## src/rtl/stx_pkg.sv

```systemverilog
package stx_pkg;

  typedef enum logic [2:0] {
    ST_IDLE,
    ST_CMD,
    ST_CFG,
    ST_ARM,
    ST_WAIT,
    ST_RUN,
    ST_IGNORE
  } stxState_e;

  typedef struct packed {
    logic clearAll;
    logic shiftCmd;
    logic shiftCfg;
    logic loadCfg;
    logic armTx;
    logic startTx;
    logic stream;
  } stxStrobe_t;

endpackage

```

## src/rtl/stx_pin_sync.sv

```systemverilog
module stx_pin_sync #(
  parameter int SYNC_STAGES   = 2,
  parameter bit SAMPLE_RISING = 1'b1
) (
  input  logic clk,
  input  logic rstN,
  input  logic enIn,
  input  logic sclkIn,
  input  logic dataIn,
  output logic enSync,
  output logic dataSync,
  output logic sampleEdge
);

  logic [SYNC_STAGES-1:0] enPipe;
  logic [SYNC_STAGES-1:0] dPipe;
  logic [SYNC_STAGES:0]   cPipe;

  always_ff @(posedge clk or negedge rstN) begin
    if (!rstN) begin
      enPipe <= '0;
      dPipe  <= '0;
      cPipe  <= '0;
    end else begin
      enPipe <= {enPipe[SYNC_STAGES-2:0], enIn};
      dPipe  <= {dPipe[SYNC_STAGES-2:0], dataIn};
      cPipe  <= {cPipe[SYNC_STAGES-1:0], sclkIn};
    end
  end

  assign enSync   = enPipe[SYNC_STAGES-1];
  assign dataSync = dPipe[SYNC_STAGES-1];

  generate
    if (SAMPLE_RISING) begin : g_rise
      assign sampleEdge = cPipe[SYNC_STAGES-1] & ~cPipe[SYNC_STAGES];
    end else begin : g_fall
      assign sampleEdge = ~cPipe[SYNC_STAGES-1] & cPipe[SYNC_STAGES];
    end
  endgenerate

endmodule

```

## src/rtl/stx_control.sv

```systemverilog
module stx_control
  import stx_pkg::*;
#(
  parameter int                  CMD_BITS = 2,
  parameter int                  CFG_BITS = 6,
  parameter logic [CMD_BITS-1:0] TX_CODE  = '1
) (
  input  logic                clk,
  input  logic                rstN,
  input  logic                enSync,
  input  logic                dataSync,
  input  logic                sampleEdge,
  input  logic                pwrDown,
  input  logic                lockTx,
  input  logic [CMD_BITS-1:0] cmdReg,
  output stxStrobe_t          strobe,
  output logic                txActive
);

  localparam int MAX_BITS = (CFG_BITS > CMD_BITS) ? CFG_BITS : CMD_BITS;
  localparam int CNT_W    = (MAX_BITS > 2) ? $clog2(MAX_BITS) : 1;
  localparam logic [CNT_W-1:0] CMD_LAST = CNT_W'(CMD_BITS - 1);
  localparam logic [CNT_W-1:0] CFG_LAST = CNT_W'(CFG_BITS - 1);

  stxState_e        state, stateNxt;
  logic [CNT_W-1:0] bitCnt, cntNxt;
  logic [CMD_BITS-1:0] cmdWord;

  // cmdWord[0] is C0, the first bit received
  assign cmdWord = {dataSync, cmdReg[CMD_BITS-1:1]};

  always_comb begin
    stateNxt = state;
    cntNxt   = bitCnt;
    strobe   = '0;
    if (pwrDown || !enSync) begin
      stateNxt        = ST_IDLE;
      cntNxt          = '0;
      strobe.clearAll = 1'b1;
    end else begin
      unique case (state)
        ST_IDLE: begin
          stateNxt = ST_CMD;
          cntNxt   = '0;
        end
        ST_CMD: if (sampleEdge) begin
          strobe.shiftCmd = 1'b1;
          if (bitCnt == CMD_LAST) begin
            cntNxt   = '0;
            stateNxt = (cmdWord == TX_CODE && !lockTx) ? ST_CFG : ST_IGNORE;
          end else begin
            cntNxt = bitCnt + 1'b1;
          end
        end
        ST_CFG: if (sampleEdge) begin
          strobe.shiftCfg = 1'b1;
          if (bitCnt == CFG_LAST) begin
            strobe.loadCfg = 1'b1;
            cntNxt         = '0;
            stateNxt       = ST_ARM;
          end else begin
            cntNxt = bitCnt + 1'b1;
          end
        end
        ST_ARM: if (sampleEdge) begin
          strobe.armTx = 1'b1;
          stateNxt     = ST_WAIT;
        end
        ST_WAIT: if (sampleEdge) begin
          strobe.startTx = 1'b1;
          strobe.stream  = 1'b1;
          stateNxt       = ST_RUN;
        end
        ST_RUN:    strobe.stream = 1'b1;
        ST_IGNORE: ;
        default:   stateNxt = ST_IDLE;
      endcase
    end
  end

  always_ff @(posedge clk or negedge rstN) begin
    if (!rstN) begin
      state  <= ST_IDLE;
      bitCnt <= '0;
    end else begin
      state  <= stateNxt;
      bitCnt <= cntNxt;
    end
  end

  assign txActive = (state == ST_WAIT) || (state == ST_RUN);


  idle_on_disable_chk: assert property (@(posedge clk) disable iff (!rstN)
    !enSync |=> state == ST_IDLE);


  lock_blocks_tx_chk: assert property (@(posedge clk) disable iff (!rstN)
    (lockTx && !txActive) |=> !txActive);


  arm_before_tx_chk: assert property (@(posedge clk) disable iff (!rstN)
    $rose(txActive) |-> $past(state == ST_ARM));

endmodule

```

## src/rtl/stx_datapath.sv

```systemverilog
module stx_datapath
  import stx_pkg::*;
#(
  parameter int CMD_BITS = 2,
  parameter int CFG_BITS = 6,
  parameter int BAUD_DIV = 4
) (
  input  logic                clk,
  input  logic                rstN,
  input  stxStrobe_t          strobe,
  input  logic                dataSync,
  input  logic                pwrDown,
  input  logic                unlockTx,
  input  logic                pdSetReq,
  output logic [CMD_BITS-1:0] cmdReg,
  output logic [CFG_BITS-1:0] txConfig,
  output logic                txData,
  output logic                paOn,
  output logic                baudOe,
  output logic                baudClk,
  output logic                lockTx,
  output logic                setPd
);

  localparam int BW = $clog2(BAUD_DIV + 1);
  localparam logic [BW-1:0] BAUD_LAST = BW'(BAUD_DIV - 1);

  logic [CFG_BITS-2:0] cfgShift;
  logic [BW-1:0]       baudCnt;
  logic                baudRestart;

  always_ff @(posedge clk or negedge rstN) begin
    if (!rstN) begin
      cmdReg   <= '0;
      cfgShift <= '0;
      txConfig <= '0;
      txData   <= 1'b0;
      paOn     <= 1'b0;
      baudOe   <= 1'b0;
    end else if (strobe.clearAll) begin
      cmdReg   <= '0;
      cfgShift <= '0;
      txData   <= 1'b0;
      paOn     <= 1'b0;
      baudOe   <= 1'b0;
    end else begin
      if (strobe.shiftCmd) cmdReg   <= {dataSync, cmdReg[CMD_BITS-1:1]};
      if (strobe.shiftCfg) cfgShift <= {cfgShift[CFG_BITS-3:0], dataSync};
      if (strobe.loadCfg)  txConfig <= {cfgShift, dataSync};
      if (strobe.armTx)    baudOe   <= 1'b1;
      if (strobe.startTx)  paOn     <= 1'b1;
      if (strobe.stream)   txData   <= dataSync;
    end
  end

  always_ff @(posedge clk or negedge rstN) begin
    if (!rstN) begin
      lockTx <= 1'b0;
      setPd  <= 1'b0;
    end else if (pwrDown) begin
      lockTx <= 1'b1;
      setPd  <= 1'b0;
    end else begin
      if (unlockTx) lockTx <= 1'b0;
      if (pdSetReq) setPd  <= 1'b1;
    end
  end

  assign baudRestart = strobe.clearAll || strobe.armTx ||
                       (strobe.startTx && txConfig[CFG_BITS-1]);

  always_ff @(posedge clk or negedge rstN) begin
    if (!rstN) begin
      baudCnt <= '0;
      baudClk <= 1'b0;
    end else if (baudRestart) begin
      baudCnt <= '0;
      baudClk <= 1'b0;
    end else if (baudOe) begin
      if (baudCnt == BAUD_LAST) begin
        baudCnt <= '0;
        baudClk <= ~baudClk;
      end else begin
        baudCnt <= baudCnt + 1'b1;
      end
    end
  end


  pd_protect_chk: assert property (@(posedge clk) disable iff (!rstN)
    pwrDown |=> (lockTx && !setPd));


  unlock_chk: assert property (@(posedge clk) disable iff (!rstN)
    (unlockTx && !pwrDown) |=> !lockTx);


  baud_range_chk: assert property (@(posedge clk) disable iff (!rstN)
    baudCnt < BW'(BAUD_DIV));


  baud_quiet_chk: assert property (@(posedge clk) disable iff (!rstN)
    !baudOe |-> !baudClk);

endmodule

```

## src/rtl/serial_tx_ctrl.sv

```systemverilog
module serial_tx_ctrl
  import stx_pkg::*;
#(
  parameter int CMD_BITS      = 2,
  parameter int CFG_BITS      = 6,
  parameter int BAUD_DIV      = 4,
  parameter int SYNC_STAGES   = 2,
  parameter bit SAMPLE_RISING = 1'b1
) (
  input  logic                clk,
  input  logic                rstN,
  input  logic                serEn,
  input  logic                serClk,
  input  logic                serData,
  input  logic                pwrDown,
  input  logic                unlockTx,
  input  logic                pdSetReq,
  output logic                txActive,
  output logic                paOn,
  output logic                baudClk,
  output logic                baudOe,
  output logic [CFG_BITS-1:0] txConfig,
  output logic                txData,
  output logic                lockTx,
  output logic                setPd
);

  logic                enSync, dataSync, sampleEdge;
  logic [CMD_BITS-1:0] cmdReg;
  stxStrobe_t          strobe;

  stx_pin_sync #(
    .SYNC_STAGES  (SYNC_STAGES),
    .SAMPLE_RISING(SAMPLE_RISING)
  ) i_sync (
    .clk       (clk),
    .rstN      (rstN),
    .enIn      (serEn),
    .sclkIn    (serClk),
    .dataIn    (serData),
    .enSync    (enSync),
    .dataSync  (dataSync),
    .sampleEdge(sampleEdge)
  );

  stx_control #(
    .CMD_BITS(CMD_BITS),
    .CFG_BITS(CFG_BITS)
  ) i_ctrl (
    .clk       (clk),
    .rstN      (rstN),
    .enSync    (enSync),
    .dataSync  (dataSync),
    .sampleEdge(sampleEdge),
    .pwrDown   (pwrDown),
    .lockTx    (lockTx),
    .cmdReg    (cmdReg),
    .strobe    (strobe),
    .txActive  (txActive)
  );

  stx_datapath #(
    .CMD_BITS(CMD_BITS),
    .CFG_BITS(CFG_BITS),
    .BAUD_DIV(BAUD_DIV)
  ) i_dp (
    .clk     (clk),
    .rstN    (rstN),
    .strobe  (strobe),
    .dataSync(dataSync),
    .pwrDown (pwrDown),
    .unlockTx(unlockTx),
    .pdSetReq(pdSetReq),
    .cmdReg  (cmdReg),
    .txConfig(txConfig),
    .txData  (txData),
    .paOn    (paOn),
    .baudOe  (baudOe),
    .baudClk (baudClk),
    .lockTx  (lockTx),
    .setPd   (setPd)
  );


  pa_needs_tx_chk: assert property (@(posedge clk) disable iff (!rstN)
    paOn |-> txActive);


  pa_after_arm_chk: assert property (@(posedge clk) disable iff (!rstN)
    $rose(paOn) |-> $past(txActive));

endmodule

```

## config.mk

```make
export PLATFORM = sky130hd
export DESIGN_NAME = serial_tx_ctrl
export DESIGN_NICKNAME = d
export VERILOG_FILES = /design/src/rtl/stx_pkg.sv /design/src/rtl/stx_pin_sync.sv /design/src/rtl/stx_control.sv /design/src/rtl/stx_datapath.sv /design/src/rtl/serial_tx_ctrl.sv
export SDC_FILE = /design/constraint.sdc
export NUM_CORES = 1
export LEC_CHECK = 0
export ABC_AREA = 0
export ABC_CLOCK_PERIOD_IN_PS = 2200
export BUFFER_PORTS_ARGS = -buffer_cell sky130_fd_sc_hd__buf_2
export CORE_ASPECT_RATIO = 0.8
export CORE_MARGIN = 1.5
export CORE_UTILIZATION = 47
export DETAILED_ROUTE_END_ITERATION = 8
export GPL_TIMING_DRIVEN = 0
export PLACE_DENSITY = 0.67
export SYNTH_ARGS = -nofsm -noshare
export SYNTH_HDL_FRONTEND = slang
export SYNTH_HIERARCHICAL = 1
export SYNTH_SLANG_ARGS = --single-unit
```

## constraint.sdc

```tcl
create_clock -name clk -period 2.2 [get_ports clk]
set_input_delay 0.11 -clock clk [delete_from_list [all_inputs] [get_ports clk]]
set_output_delay 0.11 -clock clk [all_outputs]
set_load 0.03 [all_outputs]
```

[After elaboration in Yosys (flattened, before gate mapping)]
Cells that the tools add are included.
Storage, ports and cells
  flip-flop bits (word level): 35
  bits of input ports: 8
  word-level logic and storage cells: 108
Operators by class
  add/subtract/negate cells: 2
  bitwise logic cells: 4
  reductions and logical operators: 24
  eq/ne operators: 17
  multiplexer cells: 46
Operators with widths (number)
  3-bit 2-to-1 mux: 16
  1-bit 2-to-1 mux: 19
  3-bit by 1-bit inequality test with 1-bit output, second input constant: 6
  3-bit case mux with 6 select lines: 1
  2-bit nonzero test: 9
  3-bit == test, second input constant: 4
  2-bit 2-to-1 mux: 5
  5-bit 2-to-1 mux: 2
  3-bit by 2-bit == test with 1-bit output, second input constant: 3
  3-bit case mux with 3 select lines: 1
  7-bit AND reduction: 1
  3-bit by 1-bit adder with 3-bit output, second input constant: 2
  3-bit by 1-bit == test with 1-bit output, second input constant: 2
  6-bit 2-to-1 mux: 1
  1-bit logical OR: 4
  2-bit AND reduction: 2
  4-bit nonzero test: 1
  3-bit logical NOT: 1
  1-bit inverter: 3
  3-bit AND reduction: 1
  2-bit == test, second input constant: 1
  1-bit logical AND: 2
  1-bit logical NOT: 2
  2-bit by 1-bit inequality test with 1-bit output, second input constant: 1
  other kinds (3): 3

[Depth between registers and ports, before layout]
  word-level depth: 9
  depth in mapped cells: 7

[By module]
Netlist, hierarchy kept.
By module, submodules not included
  stx_datapath: instances 1, sequential area each 550.5 um2, cells an instance 70, area an instance 872.1 um2
  stx_control: instances 1, sequential area each 150.1 um2, cells an instance 68, area an instance 518.0 um2
  stx_pin_sync: instances 1, sequential area each 175.2 um2, cells an instance 8, area an instance 188.9 um2

[Worst setup path before layout]
Ideal clock, no wire load.
  path type: register to register
  from: register i_sync.cPipe[2]
  to: register i_dp.txConfig[5]
  arrival: 1465 ps
  slack: 608 ps
  setup time: 128 ps
  buffers on the path: 2
  clock period less this slack: 1592 ps
  stages on the path, launching flop included: 8
  cell sequence: dfrtp_1 > nor2b_4 > buf_6 > nand2b_2 > nor4_1 > nand2b_1 > buf_2 > mux2_1
RTL lines
  from (decl): line stx_pin_sync.sv:17  | logic [SYNC_STAGES:0] cPipe;
  from (signal assigned): line stx_pin_sync.sv:27  | cPipe <= {cPipe[SYNC_STAGES-1:0], sclkIn};
  to (signal assigned): line stx_datapath.sv:49  | if (strobe.loadCfg) txConfig <= {cfgShift, dataSync};
  to (decl): line stx_datapath.sv:16  | output logic [CFG_BITS-1:0] txConfig,

==> results.sh <==
export IMPL_fin_util_pct=58.74
export IMPL_final_nets=183
export IMPL_grt_util_met1_pct=22.47
export IMPL_gp_congestion=0.9477
export IMPL_p_leak_nw=0.8353
export IMPL_grt_pass1_vias=1044
export IMPL_post_cts_resized=0
export IMPL_fillers=253
export IMPL_drc=0
export IMPL_grt_first_pass_wirelength_mm=4.602
export IMPL_start_util_pct=49.56
export IMPL_cts_tree="yes"
export IMPL_max_vdd_ir_drop_mv=0.4314
export IMPL_core_area_um2=3108
export IMPL_syn_to_final_growth_pct=18.52
export IMPL_postCtsSetupRepairBufs=0
export IMPL_n_antenna_cell=0
export IMPL_worst_hold_slack_ns=0.01158
export IMPL_viasPerCell=5.279
export IMPL_hold_start="pwrDown"
export IMPL_dr_pass1_iters=4
export IMPL_timing_final_crit_share_pct=83.35
export IMPL_gr_usage_all_layers_pct=17.78
export IMPL_cp_required_ns=2.37
export IMPL_path_class="reg2reg"
export IMPL_grt_use_met2_pct=27.06
export IMPL_syn_inst=143
export IMPL_wl_mm=2.894
export IMPL_critPathMaxFanout=12
export IMPL_ctsHoldBuffers=4
export IMPL_crit_start="i_sync/enPipe[1]"
export IMPL_drv_cap=0
export IMPL_htree_levels=2
export IMPL_numCtsBuffers=5
export IMPL_final_max_slew_viol_count=0
export IMPL_syn_area_um2=1540
export IMPL_io_buffers=20
export IMPL_period_needed_ns=1.834
export IMPL_rsz0062_at_grt="no"
export IMPL_synth_nets=152
export IMPL_clockBufferDepth=2
export IMPL_drtIter0Drc=25
export IMPL_grt_busiest_layer="met2"
export IMPL_place_hpwl_mm=2.000
export IMPL_slew_headroom_pct=50.74
export IMPL_fmax_mhz=545.3
export IMPL_skew_ns=0.006078
export IMPL_drive_gt1_share_pct=22.29
export IMPL_vias=1135
export IMPL_use_met3_pct=5.858
export IMPL_rows=18
export IMPL_ios=21
export IMPL_reg2reg_from="i_sync/enPipe[1]"
export IMPL_root_buffer="clkbuf_8"
export IMPL_powerDensity_nw_per_um2=655.4
export IMPL_syn_area_per_cell_um2=10.77
export IMPL_setup_slack_ns=0.3663
export IMPL_worst_setup_path_start_kind="flop"
export IMPL_die_w_um=67
export IMPL_yosysWarnings=6
export IMPL_cts_sinks=34
export IMPL_globalRouteOverflowTotal=0
export IMPL_finalHoldViolCount=0
export IMPL_drtAntennaViolNets=0
export IMPL_wl_per_cell_um=13.46
export IMPL_tightest_slew_ns=0.7390
export IMPL_clk_pin_slew_ns=0.07
export IMPL_cp_arrival_ns=2.00
export IMPL_hp_class="in2reg"
export IMPL_multi_input_area_um2=614.3
export IMPL_die_h_um=54.20
export IMPL_outcome="finished clean"
export IMPL_grt_max_degree=35
export IMPL_antenna_found_initial=0
export IMPL_post_place_ws_ns=0.3929
export IMPL_clock_insertion_delay_worst_skew_ns=0.29
export IMPL_dieArea_um2=3631
export IMPL_setup_viol=0
export IMPL_fin_setup_tns_ns=0
export IMPL_end_kind="flop"
export IMPL_register_area_um2=850.8
==> metrics by stage <==
step                total power [mW]  instance area, um2  cells
finish                         1.196                1826    215
floorplan                     0.6913                1540    143
global route                   1.243                1826    215
CTS                            1.211                1826    215
global placement              0.7190                1690    203
detailed placement            0.7223                1690    203
==> layer usage <==
| layer | part of all wire (%) | up-vias |
|---|---|---|
| li1 | - | 558 |
| met1 | 47 | 537 |
| met2 | 46 | 34 |
| met3 | 5.6 | 6 |
| met4 | 1.4 | 0 |
| met5 | 0 | - |
==> sequential cells by signal, indices dropped and copies added (netlist names) <==
register / count
i_dp/baudClk: 1
i_dp/paOn: 1
i_dp/baudCnt: 3
i_sync/cPipe: 3
i_dp/cmdReg: 1
i_dp/lockTx: 1
i_dp/txData: 1
i_sync/dPipe: 2
i_dp/cfgShift: 5
i_ctrl/state: 3
i_ctrl/bitCnt: 3
i_dp/txConfig: 6
i_dp/setPd: 1
i_sync/enPipe: 2
i_dp/baudOe: 1
==> report_power, final <==
group          internal [mW]  total [mW]  switching [mW]
combinational         0.0273      0.0739          0.0466
clock                  0.251       0.481           0.230
sequential             0.635       0.641         0.00604
==> cells in the final DEF, fill, tap and decap left out, types with 6 or more instances in the layout <==
| master | count |
|---|---|
| mux2i_1 | 8 |
| dfrtp_1 | 34 |
| nand2b_1 | 7 |
| inv_1 | 7 |
| nand2_1 | 6 |
| buf_2 | 23 |
| mux2_1 | 6 |
| nor2_1 | 20 |
| clkbuf_8 | 6 |
==> final timing paths <==
check | end | slack, ns | cells past startpoint
max | i_dp/txConfig[4] | 0.37 | 6
min | i_dp/setPd | 0.01 | 2
max reg2reg | i_dp/txConfig[4] | 0.37 | 6
min reg2reg | i_sync/cPipe[1] | 0.35 | 0
max in group asynchronous | i_dp/baudCnt[2] | 1.30 | 2
min in group asynchronous | i_ctrl/bitCnt[1] | 0.43 | 2
==> critical path, cell delays in order (launching register included) <==
cell and delay (ns):
dfrtp_1 0.33, nor2b_1 0.31, inv_2 0.18, nor4_1 0.32, nand2b_1 0.08, buf_2 0.17
mux2_1 0.32
==> cell type report <==
| type | instances | area share [%] |
|---|---|---|
| sequential | 34 | 46.61 |
| multi-input combinational | 94 | 33.65 |
| timing repair buffer | 24 | 7.676 |
| clock buffer | 6 | 4.524 |
| tap | 40 | 2.742 |
| buffer | 7 | 2.467 |
| inverter | 8 | 1.645 |
| clock inverter | 2 | 0.6854 |
No activity file was read; power rests on OpenSTA's default activity.
